===== src/rtl/smr_pkg.sv =====
package smr_pkg;

  typedef enum logic [1:0] {
    DIR_HOLD = 2'd0,
    DIR_DOWN = 2'd1,
    DIR_UP   = 2'd2
  } ramp_dir_t;

  // Pick the step direction of the shared gain index.
  function automatic ramp_dir_t pick_dir(input logic req, input logic at_zero,
                                         input logic below, input logic above);
    ramp_dir_t d;
    if (req) d = at_zero ? DIR_HOLD : DIR_DOWN;
    else if (below) d = DIR_UP;
    else if (above) d = DIR_DOWN;
    else d = DIR_HOLD;
    return d;
  endfunction

endpackage


===== src/rtl/smr_step_timer.sv =====
module smr_step_timer #(
  parameter int STEP_DIV = 4
) (
  input  logic clk,
  input  logic rst,
  input  logic smp_stb,
  output logic tick
);
  localparam int CW = (STEP_DIV > 1) ? $clog2(STEP_DIV) : 1;
  localparam logic [CW-1:0] LAST = CW'(STEP_DIV - 1);

  logic [CW-1:0] cnt;

  always_ff @(posedge clk) begin
    if (rst) cnt <= '0;
    else if (smp_stb) cnt <= (cnt == LAST) ? '0 : cnt + 1'b1;
  end

  assign tick = smp_stb && (cnt == LAST);


  cnt_range_chk: assert property (@(posedge clk) disable iff (rst)
    cnt <= LAST);


  cnt_hold_chk: assert property (@(posedge clk) disable iff (rst)
    !smp_stb |=> $stable(cnt));

endmodule


===== src/rtl/smr_gain_index.sv =====
module smr_gain_index
  import smr_pkg::*;
#(
  parameter int ATT_W = 8
) (
  input  logic             clk,
  input  logic             rst,
  input  logic             tick,
  input  logic             mute_req,
  input  logic [ATT_W-1:0] att_code,
  output logic [ATT_W-1:0] idx
);
  ramp_dir_t dir;

  always_comb dir = pick_dir(mute_req, idx == '0, idx < att_code, idx > att_code);

  always_ff @(posedge clk) begin
    if (rst) idx <= att_code;
    else if (tick) begin
      case (dir)
        DIR_DOWN: idx <= idx - 1'b1;
        DIR_UP:   idx <= idx + 1'b1;
        default:  idx <= idx;
      endcase
    end
  end


  idx_step_chk: assert property (@(posedge clk) disable iff (rst)
    (idx != $past(idx)) |-> ((idx == $past(idx) + 1'b1) || (idx + 1'b1 == $past(idx))));


  idx_hold_chk: assert property (@(posedge clk) disable iff (rst)
    !tick |=> $stable(idx));


  mute_down_chk: assert property (@(posedge clk) disable iff (rst)
    (tick && mute_req && idx != '0) |=> (idx == $past(idx) - 1'b1));


  rise_chk: assert property (@(posedge clk) disable iff (rst)
    (tick && !mute_req && idx < att_code) |=> (idx == $past(idx) + 1'b1));

endmodule


===== src/rtl/smr_scaler.sv =====
module smr_scaler #(
  parameter int SAMPLE_W = 24,
  parameter int ATT_W    = 8
) (
  input  logic                       clk,
  input  logic                       rst,
  input  logic                       load,
  input  logic [ATT_W-1:0]           idx,
  input  logic signed [SAMPLE_W-1:0] din,
  output logic signed [SAMPLE_W-1:0] dout
);
  localparam int GW = ATT_W + 1;
  localparam int PW = SAMPLE_W + GW + 1;
  localparam logic [ATT_W-1:0] IDX_MAX = '1;
  localparam logic [GW-1:0] UNITY = GW'(1 << ATT_W);
  localparam logic signed [PW-1:0] BIAS = PW'((1 << ATT_W) - 1);

  logic [GW-1:0]              gain;
  logic signed [PW-1:0]       prod;
  logic signed [PW-1:0]       biased;
  logic signed [SAMPLE_W-1:0] dnext;

  // Linear lookup: the top index maps to exact unity.
  always_comb gain = (idx == IDX_MAX) ? UNITY : {1'b0, idx};

  always_comb begin
    prod   = $signed({{(PW-SAMPLE_W){din[SAMPLE_W-1]}}, din})
           * $signed({{(PW-GW){1'b0}}, gain});
    biased = prod[PW-1] ? (prod + BIAS) : prod;
    dnext  = SAMPLE_W'(biased >>> ATT_W);
  end

  always_ff @(posedge clk) begin
    if (rst) dout <= '0;
    else if (load) dout <= dnext;
  end


  dout_hold_chk: assert property (@(posedge clk) disable iff (rst)
    !load |=> $stable(dout));

endmodule


===== src/rtl/soft_mute_ramp.sv =====
module soft_mute_ramp #(
  parameter int SAMPLE_W = 24,
  parameter int ATT_W    = 8,
  parameter int STEP_DIV = 4
) (
  input  logic                       clk,
  input  logic                       rst,
  input  logic                       smp_stb,
  input  logic signed [SAMPLE_W-1:0] left_in,
  input  logic signed [SAMPLE_W-1:0] right_in,
  input  logic [ATT_W-1:0]           att_code,
  input  logic                       mute_pin,
  input  logic                       mute_bit,
  output logic signed [SAMPLE_W-1:0] left_out,
  output logic signed [SAMPLE_W-1:0] right_out,
  output logic                       out_valid,
  output logic                       muted
);
  localparam int NCH = 2;

  logic                       mute_req;
  logic                       tick;
  logic [ATT_W-1:0]           idx;
  logic signed [SAMPLE_W-1:0] ch_in  [NCH];
  logic signed [SAMPLE_W-1:0] ch_out [NCH];

  assign mute_req = mute_pin | mute_bit;

  smr_step_timer #(.STEP_DIV(STEP_DIV)) i_timer (
    .clk(clk), .rst(rst), .smp_stb(smp_stb), .tick(tick)
  );

  smr_gain_index #(.ATT_W(ATT_W)) i_index (
    .clk(clk), .rst(rst), .tick(tick), .mute_req(mute_req),
    .att_code(att_code), .idx(idx)
  );

  assign ch_in[0] = left_in;
  assign ch_in[1] = right_in;

  for (genvar c = 0; c < NCH; c++) begin : g_ch
    smr_scaler #(.SAMPLE_W(SAMPLE_W), .ATT_W(ATT_W)) i_scaler (
      .clk(clk), .rst(rst), .load(smp_stb), .idx(idx),
      .din(ch_in[c]), .dout(ch_out[c])
    );
  end

  assign left_out  = ch_out[0];
  assign right_out = ch_out[1];

  always_ff @(posedge clk) begin
    if (rst) begin
      out_valid <= 1'b0;
      muted     <= 1'b0;
    end else begin
      out_valid <= smp_stb;
      muted     <= mute_req && (idx == '0);
    end
  end


  muted_silent_chk: assert property (@(posedge clk) disable iff (rst)
    (out_valid && muted) |-> (left_out == '0 && right_out == '0));


  valid_pulse_chk: assert property (@(posedge clk) disable iff (rst)
    out_valid |-> $past(smp_stb));

endmodule


===== config.mk =====
export PLATFORM = sky130hd
export DESIGN_NAME = soft_mute_ramp
export DESIGN_NICKNAME = d
export VERILOG_FILES = /design/src/rtl/smr_pkg.sv /design/src/rtl/smr_step_timer.sv /design/src/rtl/smr_gain_index.sv /design/src/rtl/smr_scaler.sv /design/src/rtl/soft_mute_ramp.sv
export SDC_FILE = /design/constraint.sdc
export NUM_CORES = 1
export LEC_CHECK = 0
export ABC_AREA = 1
export BUFFER_PORTS_ARGS = -buffer_cell sky130_fd_sc_hd__buf_2
export CAP_MARGIN = 20
export CORE_MARGIN = 2
export CORE_UTILIZATION = 35
export CTS_CLUSTER_DIAMETER = 50
export DETAILED_ROUTE_END_ITERATION = 16
export PLACE_DENSITY = 0.61
export SYNTH_ARGS = -nofsm -noshare
export SYNTH_HDL_FRONTEND = slang
export SYNTH_SLANG_ARGS = --single-unit

===== constraint.sdc =====
create_clock -name clk -period 6.7 [get_ports clk]
set_clock_uncertainty 0.15 [all_clocks]
set_input_delay 0.67 -clock clk [delete_from_list [all_inputs] [get_ports clk]]
set_output_delay 0.67 -clock clk [all_outputs]
set_load 0.005 [all_outputs]

==> Flow_metrics.wiki <==
{| class="wikitable"
! Metric !! Value
|-
| Outcome || completed
|-
| Starting density of the core || 35.4%
|-
| Placeable core area || 0.0589 mm2
|-
| Endpoint of the lowest-slack register-to-register path || g_ch[0].i_scaler.dout[20]
|-
| Setup repair after global routing missed its margin || yes
|-
| Weighted congestion at the end of routability-driven global placement || 0.947
|-
| Sum of negative setup slack || 0 ns
|-
| Highest clock frequency the design can meet || 156 MHz
|-
| Endpoints failing setup || 0
|-
| Post-route fraction of the period consumed by the critical path || 95.6%
|-
| Kind of end point of the critical path || flop
|-
| Die height || 248 um
|-
| Overall track demand over capacity in global routing || 20.3%
|-
| Data arrival time of the worst path || 6.48 ns
|-
| Slew Viols, Final || 0
|-
| Root Buffer || sky130_fd_sc_hd__clkbuf_16
|-
| Total inserted antenna cells || 0
|-
| Total of max-cap violations || 0
|-
| Required time at the worst-slack endpoint || 6.78 ns
|-
| Share of post-route cells with drive strength above 1 || 21.9%
|-
| Final hold viol count || 0
|-
| Slowest cell on the critical path || sky130_fd_sc_hd__fa_1
|-
| Worst rel slew slack || 39.7%
|-
| Top cell type by total area after synthesis || sky130_fd_sc_hd__fa_1
|-
| Avg WL per Cell || 15.5 um
|-
| Number of enable-type register cells in the synthesized netlist || 8
|-
| Via count of the first global-routing pass || 19600
|-
| Total CTS buffers || 9
|-
| Portion of synthesized cell area occupied by the leading cell type || 34.3%
|-
| Seq/Total Area, Yosys || 6.15%
|-
| Die Width || 248 um
|-
| CTS sink cnt || 60
|-
| Kind of critical path || flop to flop
|-
| Placed Cells || 4070
|-
| Worst Path Max Fanout || 8
|-
| Detailed Route Iter0 Violations || 919
|-
| Wirelength, routed || 64000 um
|-
| Site row count || 89
|-
| Top_reg_cell synth || sky130_fd_sc_hd__dfxtp_1
|-
| Total grt overflow || 0
|-
| Post-DP HPWL || 51900 um
|-
| Synthesized netlist net count || 3665
|-
| Min cycle time layout || 6.40 ns
|-
| Number of antenna violations at the first check in global routing || 0
|-
| Synth-to-layout area growth || 24.9%
|-
| R2R cell count || 38
|-
| Synth cell count leaders || sky130_fd_sc_hd__nand2_1, sky130_fd_sc_hd__inv_1, sky130_fd_sc_hd__nor2_1
|-
| Cell area after technology mapping || 0.0208 mm2
|-
| Finished Layout Cells || 4138
|-
| DRT Pass-1 Iters || 5
|-
| Via density per instance || 4.76
|-
| Number of instances in the synthesized netlist || 3086
|-
| Number of H-tree levels || 3
|-
| Distinct cells, synth || 44
|-
| Number of top-level pins || 111
|-
| Drt drc || 0
|-
| Start point of the worst min-delay path || g_ch[1].i_scaler.dout[8]
|-
| Clock transition at the registers of the reported paths || 0.06 ns
|-
| Reg2reg setup slack || 0.30 ns
|-
| Number of synthesized register bits || 60
|-
| CTS tree || yes
|-
| Worst path max stage delay || 0.54 ns
|-
| Maximum number of buffers from clock root to sink || 2
|-
| Hold-critical path depth || 2
|-
| Hold crit path type || flop to flop
|-
| Synthesis Warnings || 0
|-
| Worst hold endpoint || g_ch[1].i_scaler.dout[8]
|-
| Start of the worst register-to-register path || i_index.idx[5]
|-
| Startpoint type of the worst setup path || flop
|-
| Fin nets || 3939
|-
| Post-route antenna net violation count || 0
|-
| Most used cell, CP || sky130_fd_sc_hd__nand2_1
|-
| Wire length of the first global-routing pass || 99400 um
|-
| Vias after detailed routing || 19700
|-
| Measured slew at the worst slew-check pin || 0.903 ns
|-
| Async set-reset flop share out of synthesis || 0%
|-
| Worst-Skew Late Latency || 0.34 ns
|-
| Hold_buf cts || 0
|-
| Number of buffer cells added on primary ports || 110
|-
| Leading cell type by number of instances after synthesis || sky130_fd_sc_hd__nand2_1
|-
| Total die area || 0.0615 mm2
|-
| Top post-synthesis cells by area || sky130_fd_sc_hd__fa_1, sky130_fd_sc_hd__nand2_1, sky130_fd_sc_hd__inv_1, sky130_fd_sc_hd__ha_1, sky130_fd_sc_hd__nor2_1
|-
| Synthesized area divided by synthesized cell count || 6.75 um2
|-
| Largest net degree at the start of global routing || 90
|}
## repair_timing
action | in CTS | in global routing
setup buffers | 0 | 41
resized for setup | 1 | 455
pin swaps | 0 | 153
cloned | 0 | 11
endpoints found under the setup margin | 1 | 48
endpoints found under the hold margin | 0 | 0
## registers in the layout, summed over array words and instances, names as in the netlist
| signal | cells |
|---|---|
| g_ch.i_scaler.dout | 48 |
| muted | 1 |
| i_timer.cnt | 2 |
| out_valid | 1 |
| i_index.idx | 8 |
## layout make-up
cell class	instances	area (um2)
clock buffers	12	236
clock inverters	4	17.5
fillers	6041	32900
inverters	767	2890
multi-input cells	2194	18000
flip-flops and latches	60	1280
well taps	773	967
repair buffers	328	2610
## layer usage
metal / up-vias / GRT usage (%) / share of wire [%]
met5: - / 0 / 0
met4: 0 / 4.00 / 2.7
met3: 115 / 1.22 / 3.4
met2: 404 / 39.1 / 52
met1: 9518 / 24.7 / 42
li1: 9640 / - / -
## cells in the final DEF (no fill, tap or decap), drive strengths merged
master	count
nor4	3
buf	319
inv	762
clkinv	7
nor3	11
edfxtp	8
o211ai	2
nand3	129
a22oi	1
o21ai	62
ha	161
clkinvlp	2
o31ai	2
a21boi	1
and3	1
xnor2	16
o21a	1
o2111ai	1
o21bai	4
nor2	451
nand4	53
clkbuf	21
a31oi	2
dfxtp	52
nand2	804
a21oi	84
and2	6
a21o	2
or2	2
fa	357
nand3b	19
xor2	19
## cell families (layout without fill, tap and decap cells)
group           Yosys count  in the layout  share of synthesized area [%]
compound gates          162            162                           4.11
xor+xnor                 35             35                           1.51
fa+ha+maj               518            518                           44.0
buf+inv                 832           1111                           15.1
flops                    60             60                           6.15
simple gates           1479           1479                           29.2
## critical path, delay by kind of cell (launching register included)
family,cells,cell delay (ns)
adders and majority gates,6,2.83
and+or+nand+nor,18,1.51
buffers and inverters,13,1.21
DFF,1,0.39
xor gates and xnor gates,1,0.18
## stage by stage
stage / utilization [%] / setup slack, ns / area [um2] / hold WS [ns]
global placement: 39.8 / 0.0301 / 23500 / 0.333
global route: 44.2 / -0.0824 / 26000 / 0.346
detailed placement: 39.8 / 0.0127 / 23500 / 0.330
floorplan: - / 0.236 / 20800 / 0.312
finish: 44.2 / 0.296 / 26000 / 0.331
CTS: 40.3 / 0.00112 / 23700 / 0.338
## worst max-delay path by stage
stage,cells after the start,startpoint,slack (ns),to
2_1_floorplan,35,i_index.idx[0],0.24,g_ch[0].i_scaler.dout[12]
3_3_place_gp,34,i_index.idx[1],0.03,g_ch[1].i_scaler.dout[22]
3_5_place_dp,34,i_index.idx[5],0.01,g_ch[1].i_scaler.dout[22]
4_1_cts,32,i_index.idx[5],0.001,g_ch[1].i_scaler.dout[21]
5_1_grt,37,i_index.idx[7],-0.08,g_ch[0].i_scaler.dout[19]
6_report,38,i_index.idx[5],0.30,g_ch[0].i_scaler.dout[20]
Power is not shown: default switching activity piles up to over one toggle a cycle in this logic, so the estimate is an artifact.
